[src/rtl/wave_pkg.sv]
package wave_pkg;
  localparam int unsigned BYTE_W = 8;
  localparam int unsigned NIB_W  = BYTE_W / 2;
  localparam int unsigned VOL_W  = 2;

  // volume code -> right shift of the nibble
  function automatic logic [2:0] vol_shift(input logic [VOL_W-1:0] code);
    case (code)
      2'd0:    return 3'd4;
      2'd1:    return 3'd0;
      2'd2:    return 3'd1;
      default: return 3'd2;
    endcase
  endfunction
endpackage

[src/rtl/wave_seq.sv]
module wave_seq #(
  parameter int unsigned PERIOD_W = 11,
  parameter int unsigned POS_W    = 5
) (
  input  logic                clk_i,
  input  logic                rst_ni,
  input  logic                en_i,
  input  logic                tick_i,
  input  logic [PERIOD_W-1:0] period_i,
  output logic [POS_W-1:0]    pos_o,
  output logic                expire_o,
  output logic                fetch_o
);
  logic [PERIOD_W-1:0] cnt_q;
  logic [POS_W-1:0]    pos_q;

  assign expire_o = en_i & tick_i & (cnt_q == '0);
  assign fetch_o  = expire_o & ~pos_q[0];
  assign pos_o    = pos_q;

  always_ff @(posedge clk_i or negedge rst_ni) begin
    if (!rst_ni) begin
      cnt_q <= '0;
      pos_q <= '0;
    end else if (!en_i) begin
      cnt_q <= period_i;
      pos_q <= '0;
    end else if (tick_i) begin
      if (cnt_q == '0) begin
        cnt_q <= period_i;
        pos_q <= pos_q + 1'b1;
      end else begin
        cnt_q <= cnt_q - 1'b1;
      end
    end
  end
endmodule

[src/rtl/wave_ram.sv]
module wave_ram
  import wave_pkg::*;
#(
  parameter int unsigned NUM_BYTES = 16,
  parameter int unsigned IDX_W     = $clog2(NUM_BYTES)
) (
  input  logic              clk_i,
  input  logic              rst_ni,
  input  logic              en_i,
  input  logic              strict_i,
  input  logic              fetch_i,
  input  logic [IDX_W-1:0]  fetch_idx_i,
  input  logic              req_i,
  input  logic              we_i,
  input  logic [IDX_W-1:0]  addr_i,
  input  logic [BYTE_W-1:0] wdata_i,
  output logic [BYTE_W-1:0] rdata_o,
  output logic [BYTE_W-1:0] latch_o
);
  logic [BYTE_W-1:0] mem_q [NUM_BYTES];
  logic [BYTE_W-1:0] latch_q;
  logic [IDX_W-1:0]  lidx_q;
  logic              wr_ok;
  logic [IDX_W-1:0]  wr_idx;

  // write steering: direct, fetch cycle, relaxed redirect, strict drop
  always_comb begin
    wr_ok  = req_i & we_i;
    wr_idx = lidx_q;
    if (!en_i)          wr_idx = addr_i;
    else if (fetch_i)   wr_idx = fetch_idx_i;
    else if (strict_i)  wr_ok  = 1'b0;
  end

  always_comb begin
    if (!en_i)         rdata_o = mem_q[addr_i];
    else if (fetch_i)  rdata_o = mem_q[fetch_idx_i];
    else if (strict_i) rdata_o = '1;
    else               rdata_o = latch_q;
  end

  for (genvar g = 0; g < NUM_BYTES; g++) begin : g_byte
    always_ff @(posedge clk_i or negedge rst_ni) begin
      if (!rst_ni)                                mem_q[g] <= '0;
      else if (wr_ok && wr_idx == IDX_W'(g))      mem_q[g] <= wdata_i;
    end
  end

  always_ff @(posedge clk_i or negedge rst_ni) begin
    if (!rst_ni) begin
      latch_q <= '0;
      lidx_q  <= '0;
    end else if (!en_i) begin
      latch_q <= '0;
      lidx_q  <= '0;
    end else if (fetch_i) begin
      lidx_q  <= fetch_idx_i;
      latch_q <= wr_ok ? wdata_i : mem_q[fetch_idx_i];
    end else if (wr_ok) begin
      latch_q <= wdata_i;
    end
  end

  assign latch_o = latch_q;
endmodule

[src/rtl/wave_shape.sv]
module wave_shape
  import wave_pkg::*;
(
  input  logic [BYTE_W-1:0] latch_i,
  input  logic              pos_lsb_i,
  input  logic [VOL_W-1:0]  vol_i,
  output logic [NIB_W-1:0]  sample_o
);
  logic [NIB_W-1:0] nib;

  assign nib      = pos_lsb_i ? latch_i[NIB_W-1:0] : latch_i[BYTE_W-1:NIB_W];
  assign sample_o = nib >> vol_shift(vol_i);
endmodule

[src/rtl/wave_chan.sv]
module wave_chan
  import wave_pkg::*;
#(
  parameter int unsigned NUM_BYTES = 16,
  parameter int unsigned PERIOD_W  = 11,
  localparam int unsigned IDX_W    = $clog2(NUM_BYTES),
  localparam int unsigned POS_W    = IDX_W + 1
) (
  input  logic                clk_i,
  input  logic                rst_ni,
  input  logic                chan_en_i,
  input  logic                tick_i,
  input  logic [PERIOD_W-1:0] period_i,
  input  logic [1:0]          vol_i,
  input  logic                strict_i,
  input  logic                cpu_req_i,
  input  logic                cpu_we_i,
  input  logic [IDX_W-1:0]    cpu_addr_i,
  input  logic [7:0]          cpu_wdata_i,
  output logic [7:0]          cpu_rdata_o,
  output logic [3:0]          sample_o
);
  logic [POS_W-1:0]  pos;
  logic              expire;
  logic              fetch;
  logic [BYTE_W-1:0] latch;

  wave_seq #(.PERIOD_W(PERIOD_W), .POS_W(POS_W)) u_seq (
    .clk_i    (clk_i),
    .rst_ni   (rst_ni),
    .en_i     (chan_en_i),
    .tick_i   (tick_i),
    .period_i (period_i),
    .pos_o    (pos),
    .expire_o (expire),
    .fetch_o  (fetch)
  );

  wave_ram #(.NUM_BYTES(NUM_BYTES), .IDX_W(IDX_W)) u_ram (
    .clk_i       (clk_i),
    .rst_ni      (rst_ni),
    .en_i        (chan_en_i),
    .strict_i    (strict_i),
    .fetch_i     (fetch),
    .fetch_idx_i (pos[POS_W-1:1]),
    .req_i       (cpu_req_i),
    .we_i        (cpu_we_i),
    .addr_i      (cpu_addr_i),
    .wdata_i     (cpu_wdata_i),
    .rdata_o     (cpu_rdata_o),
    .latch_o     (latch)
  );

  wave_shape u_shape (
    .latch_i   (latch),
    .pos_lsb_i (pos[0]),
    .vol_i     (vol_i),
    .sample_o  (sample_o)
  );
endmodule

[config.mk]
export PLATFORM = sky130hd
export DESIGN_NAME = wave_chan
export DESIGN_NICKNAME = d
export VERILOG_FILES = /design/src/rtl/wave_pkg.sv /design/src/rtl/wave_seq.sv /design/src/rtl/wave_ram.sv /design/src/rtl/wave_shape.sv /design/src/rtl/wave_chan.sv
export SDC_FILE = /design/constraint.sdc
export NUM_CORES = 1
export LEC_CHECK = 0
export BUFFER_PORTS_ARGS = -buffer_cell sky130_fd_sc_hd__buf_2
export CORE_ASPECT_RATIO = 0.5
export CORE_MARGIN = 3
export CORE_UTILIZATION = 56
export CTS_CLUSTER_SIZE = 28
export DETAILED_ROUTE_END_ITERATION = 16
export PLACE_DENSITY = 0.77
export SKIP_LAST_GASP = 1
export SLEW_MARGIN = 20
export SYNTH_ARGS = -nofsm -noshare
export SYNTH_HDL_FRONTEND = slang
export SYNTH_SLANG_ARGS = --single-unit
[constraint.sdc]
create_clock -name clk_i -period 2.8 [get_ports clk_i]
set_clock_uncertainty 0.05 [all_clocks]
set_input_delay 0 -clock clk_i [delete_from_list [all_inputs] [get_ports clk_i]]
set_output_delay 0 -clock clk_i [all_outputs]
set_load 0.02 [all_outputs]
==> impl_summary.log <==
INFO  metric grt_usage = about 29%
INFO  metric first_global_vias = 6600
INFO  metric cts.sinks = roughly 160
INFO  metric synth_warnings = 0
INFO  metric max_freq = about 0.34 GHz
INFO  metric grt_pass1_wl = approximately 38000 um
INFO  metric cp_data_arrival_time = roughly 3200 ps
INFO  metric detailed_place_hpwl = between 15000 and 20000 um
INFO  metric synth_nets = approximately 700
INFO  metric synth_edf_count = 0
INFO  metric syn-mean-instance-area = approximately 13 um^2
INFO  metric violations = negative setup slack
INFO  metric routed_wl = approximately 25000 um
INFO  metric timing.final.ws_setup = -140 ps
INFO  metric numPortBuffers = between 40 and 50
INFO  metric place.gp.congestion = slightly below 0.9
INFO  metric clk_latency = 430 ps
INFO  metric synthesis_stage_register_bit_count = about 160
INFO  metric maxCapViolCount = 0
INFO  metric relSlewSlack = a little over half
INFO  metric placeableCoreArea = around 0.015 mm^2
INFO  metric power.switching = between 1.5 and 2 mW
INFO  metric cpMaxStageDelayCell = sky130_fd_sc_hd__a211oi_2
INFO  metric io_pins = 44
INFO  metric cts.htree.levels = 4
INFO  metric detail_route.drc_violations = 0
INFO  metric finish.instance_area = ~0.011 mm^2
INFO  metric wl_per_cell = approximately 26 um
INFO  metric filler_cell_count = roughly 970
INFO  metric avgViaCountPerCell = between 6 and 7
INFO  metric finalNetCount = just under 800
INFO  metric vdd_ir_max = 0.499 mV
INFO  metric die_height = about 94 um
INFO  metric whs = 23.7 ps
INFO  metric die_area = between 0.015 and 0.02 mm^2
INFO  metric tritoncts.num_buffers = 17
INFO  metric worst_slew_pin_tran = roughly 700 ps
INFO  metric clockBufferDepth = 2
INFO  metric placed_cell_area = 0.00946 mm^2
INFO  metric netlist.top_cell.by_area = sky130_fd_sc_hd__dfrtp_1
INFO  metric grt_antenna_before_repair = 0
INFO  metric layout_commonest_cell = sky130_fd_sc_hd__dfrtp_1
INFO  metric postSynth.topFlopCell = sky130_fd_sc_hd__dfrtp_1
INFO  metric pwr-share-comb = between 10% and 20%
INFO  metric clkTransAtPathRegs = about 80 ps
INFO  metric first_pass_iters = 8
INFO  metric drt-initial-drc-count = approximately 770
INFO  metric rsz0062_at_grt = true
INFO  metric synth-async-reset-ratio = 100%
INFO  metric r2r_setup_slack = -140 ps
INFO  metric clock_power_share = between 30% and 40%
INFO  metric critical_path.startpoint = u_seq.cnt_q[1]
INFO  metric layout-area-overhead-vs-synth = 20.0%
INFO  metric drive_gt1_share = a little under half
INFO  metric hp-start = cpu_wdata_i[2]
INFO  metric route.antenna.remaining_nets = 0
INFO  metric layout.cells.most_common_list = 155 x sky130_fd_sc_hd__dfrtp_1, 129 x sky130_fd_sc_hd__mux2_2, 73 x sky130_fd_sc_hd__mux4_2, 42 x sky130_fd_sc_hd__buf_2, 38 x sky130_fd_sc_hd__nand2_1
INFO  metric number_of_antenna_cells_inserted = 0
INFO  metric synth_top_area_share = ~45%
INFO  metric crit_path_max_fanout = 9
INFO  metric status = complete, but fails checks
INFO  metric worst_setup_path_start_kind = register
INFO  metric power.share.sequential = 44.1%
INFO  metric clock_tree.root_cell = sky130_fd_sc_hd__clkbuf_16
INFO  metric remaining_overflow_grt = 0
INFO  metric chipWidth = ~180 um
INFO  metric finalSetupViolCount = just under 90
INFO  metric floorplan.initialDensity = roughly three fifths
INFO  metric power.density = approximately 610 mW/mm^2
INFO  metric cellInternalPower = about 4.6 mW
INFO  metric power.switching_fraction = roughly 29%
INFO  metric pin_count_of_the_biggest_net_entering_global_routing = 59
INFO  metric critical_path.cell_chain = inv_1 > ha_1 > nor4b_4 > buf_4 > a41oi_2 > a211oi_2 > and2_2 > nand3_4 > mux2_1
INFO  metric type_of_the_tightest_min_delay_check = input port to register
INFO  metric rows = 31
INFO  metric timing_hold_violations_final = 0
INFO  metric category_of_the_critical_setup_timing_path = register to register
INFO  metric timing.rr.start = u_seq.cnt_q[1]
INFO  metric synth_cells = approximately 660
INFO  metric critical_path.max_stage_delay = between 400 and 500 ps
INFO  metric cellLeakagePower = 4.55 nW
INFO  metric synth.top_cells.by_area = sky130_fd_sc_hd__dfrtp_1 45%, sky130_fd_sc_hd__mux4_2 19%, sky130_fd_sc_hd__mux2_2 17%, sky130_fd_sc_hd__o21ai_0 2.1%, sky130_fd_sc_hd__nand2_1 1.6%
INFO  metric timing.final.crit_period = roughly 3000 ps
INFO  metric synth.cell_area = between 0.008 and 0.009 mm^2
INFO  metric min_period_over_period = 105%
INFO  metric synth_seq_area_share = between 40% and 50%
INFO  metric vias = ~6600
INFO  metric final_max_slew_violation_count = 0
INFO  metric tritoncts = done
INFO  metric netlist-cell-type-count = just over 50
INFO  metric cp_data_required_time = 3060 ps
INFO  metric timing.critical_path.to_type = register
-- flip-flops by register name (all words and copies together) (netlist names) --
| name | cells |
|---|---|
| u_ram.mem_q | 128 |
| u_ram.lidx_q | 4 |
| u_ram.latch_o | 8 |
| u_seq.cnt_q | 11 |
| u_seq.pos_o | 5 |
-- cell usage after synthesis (3+ instances only) --
cell type / instances
sky130_fd_sc_hd__mux2_2: 129
sky130_fd_sc_hd__dfrtp_1: 156
sky130_fd_sc_hd__nand3_1: 8
sky130_fd_sc_hd__a211oi_1: 3
sky130_fd_sc_hd__a21oi_1: 27
sky130_fd_sc_hd__ha_1: 3
sky130_fd_sc_hd__nor3_1: 14
sky130_fd_sc_hd__nor2_1: 21
sky130_fd_sc_hd__and2_1: 5
sky130_fd_sc_hd__nand2_1: 38
sky130_fd_sc_hd__a21o_1: 3
sky130_fd_sc_hd__clkbuf_1: 36
sky130_fd_sc_hd__o221ai_1: 6
sky130_fd_sc_hd__nand2b_1: 4
sky130_fd_sc_hd__inv_1: 8
sky130_fd_sc_hd__nor2_2: 6
sky130_fd_sc_hd__buf_1: 5
sky130_fd_sc_hd__nand3_2: 9
sky130_fd_sc_hd__a22o_1: 4
sky130_fd_sc_hd__nor2b_1: 7
sky130_fd_sc_hd__mux4_2: 73
sky130_fd_sc_hd__buf_2: 4
sky130_fd_sc_hd__a22oi_1: 15
sky130_fd_sc_hd__mux2i_1: 4
sky130_fd_sc_hd__o21ai_0: 37
sky130_fd_sc_hd__nand4_1: 3
-- final cells by class --
type	instances	area, um^2	area share (%)
clock inverter	14	178	1.69
inverter	8	30.0	0.285
tap	198	248	2.35
clock buffer	18	429	4.08
multi-input combinational	454	4740	45.1
timing repair buffer	116	990	9.41
sequential	156	3910	37.1
-- power by group through the flow --
stage / logic [mW] / registers [mW] / clock network [mW]
floorplan: 0.814 / 2.76 / 0
global placement: 1.06 / 2.81 / 0
detailed placement: 1.09 / 2.84 / 0
CTS: 1.14 / 2.81 / 2.44
global route: 1.24 / 2.86 / 2.54
finish: 1.16 / 2.83 / 2.43
-- critical path, delay by kind of cell (launching register included) --
family                     cells  cell delay (ps)
and+or+nand+nor                3              800
AOI/OAI and AO/OA              2              740
DFF                            1              390
muxes                          1              390
buffers and inverters          2              300
adders and majority gates      1              160
-- kinds of logic (layout without fill, tap and decap cells) --
logic type      count (synthesis)  count (layout)  share of synthesized area, %
mux                           207             207                          35.9
flops                         156             156                          44.5
simple gates                  132             132                          8.41
compound gates                109             109                          8.09
buf+inv                        53             156                          2.33
fa+ha+maj                       3               3                         0.428
xor+xnor                        3               3                         0.300
-- path summary, 6_finish.rpt --
check	endpoint	cells after the start
max	u_ram.mem_q[114]	9
min	u_ram.latch_o[2]	3
max reg2reg	u_ram.mem_q[114]	9
min reg2reg	u_ram.latch_o[0]	2
max in group asynchronous	u_ram.mem_q[17]	3
min in group asynchronous	u_seq.cnt_q[9]	2
-- metrics by stage --
step / power, mW / setup TNS (ps) / instances / util [%] / setup WS (ps)
after floorplan: 3.58 / 0 / 663 / - / 151
after global placement: 3.87 / 0 / 897 / 63.5 / 24.0
after detailed placement: 3.94 / -1790 / 897 / 63.5 / -61.3
after CTS: 6.39 / -741 / 958 / 69.7 / -57.5
after global routing: 6.64 / -12900 / 964 / 70.6 / -199
final: 6.42 / -3510 / 964 / 70.6 / -140
-- routing by layer --
metal	GRT usage [%]	vias up	share of wire, %
met1	39.2	3406	40
met2	47.0	356	47
li1	-	2735	-
met3	8.16	55	9.6
met5	0	-	0
met4	9.06	0	2.7
-- timing repair --
action | CTS | global route
cloned | 0 | 1
setup buffers | 1 | 5
endpoints found under the setup margin | 55 | 131
hold buffers | 28 | 0
resized for setup | 5 | 13
pin swaps | 5 | 4
endpoints found under the hold margin | 130 | 0
No activity file was read; power rests on OpenSTA's default activity.
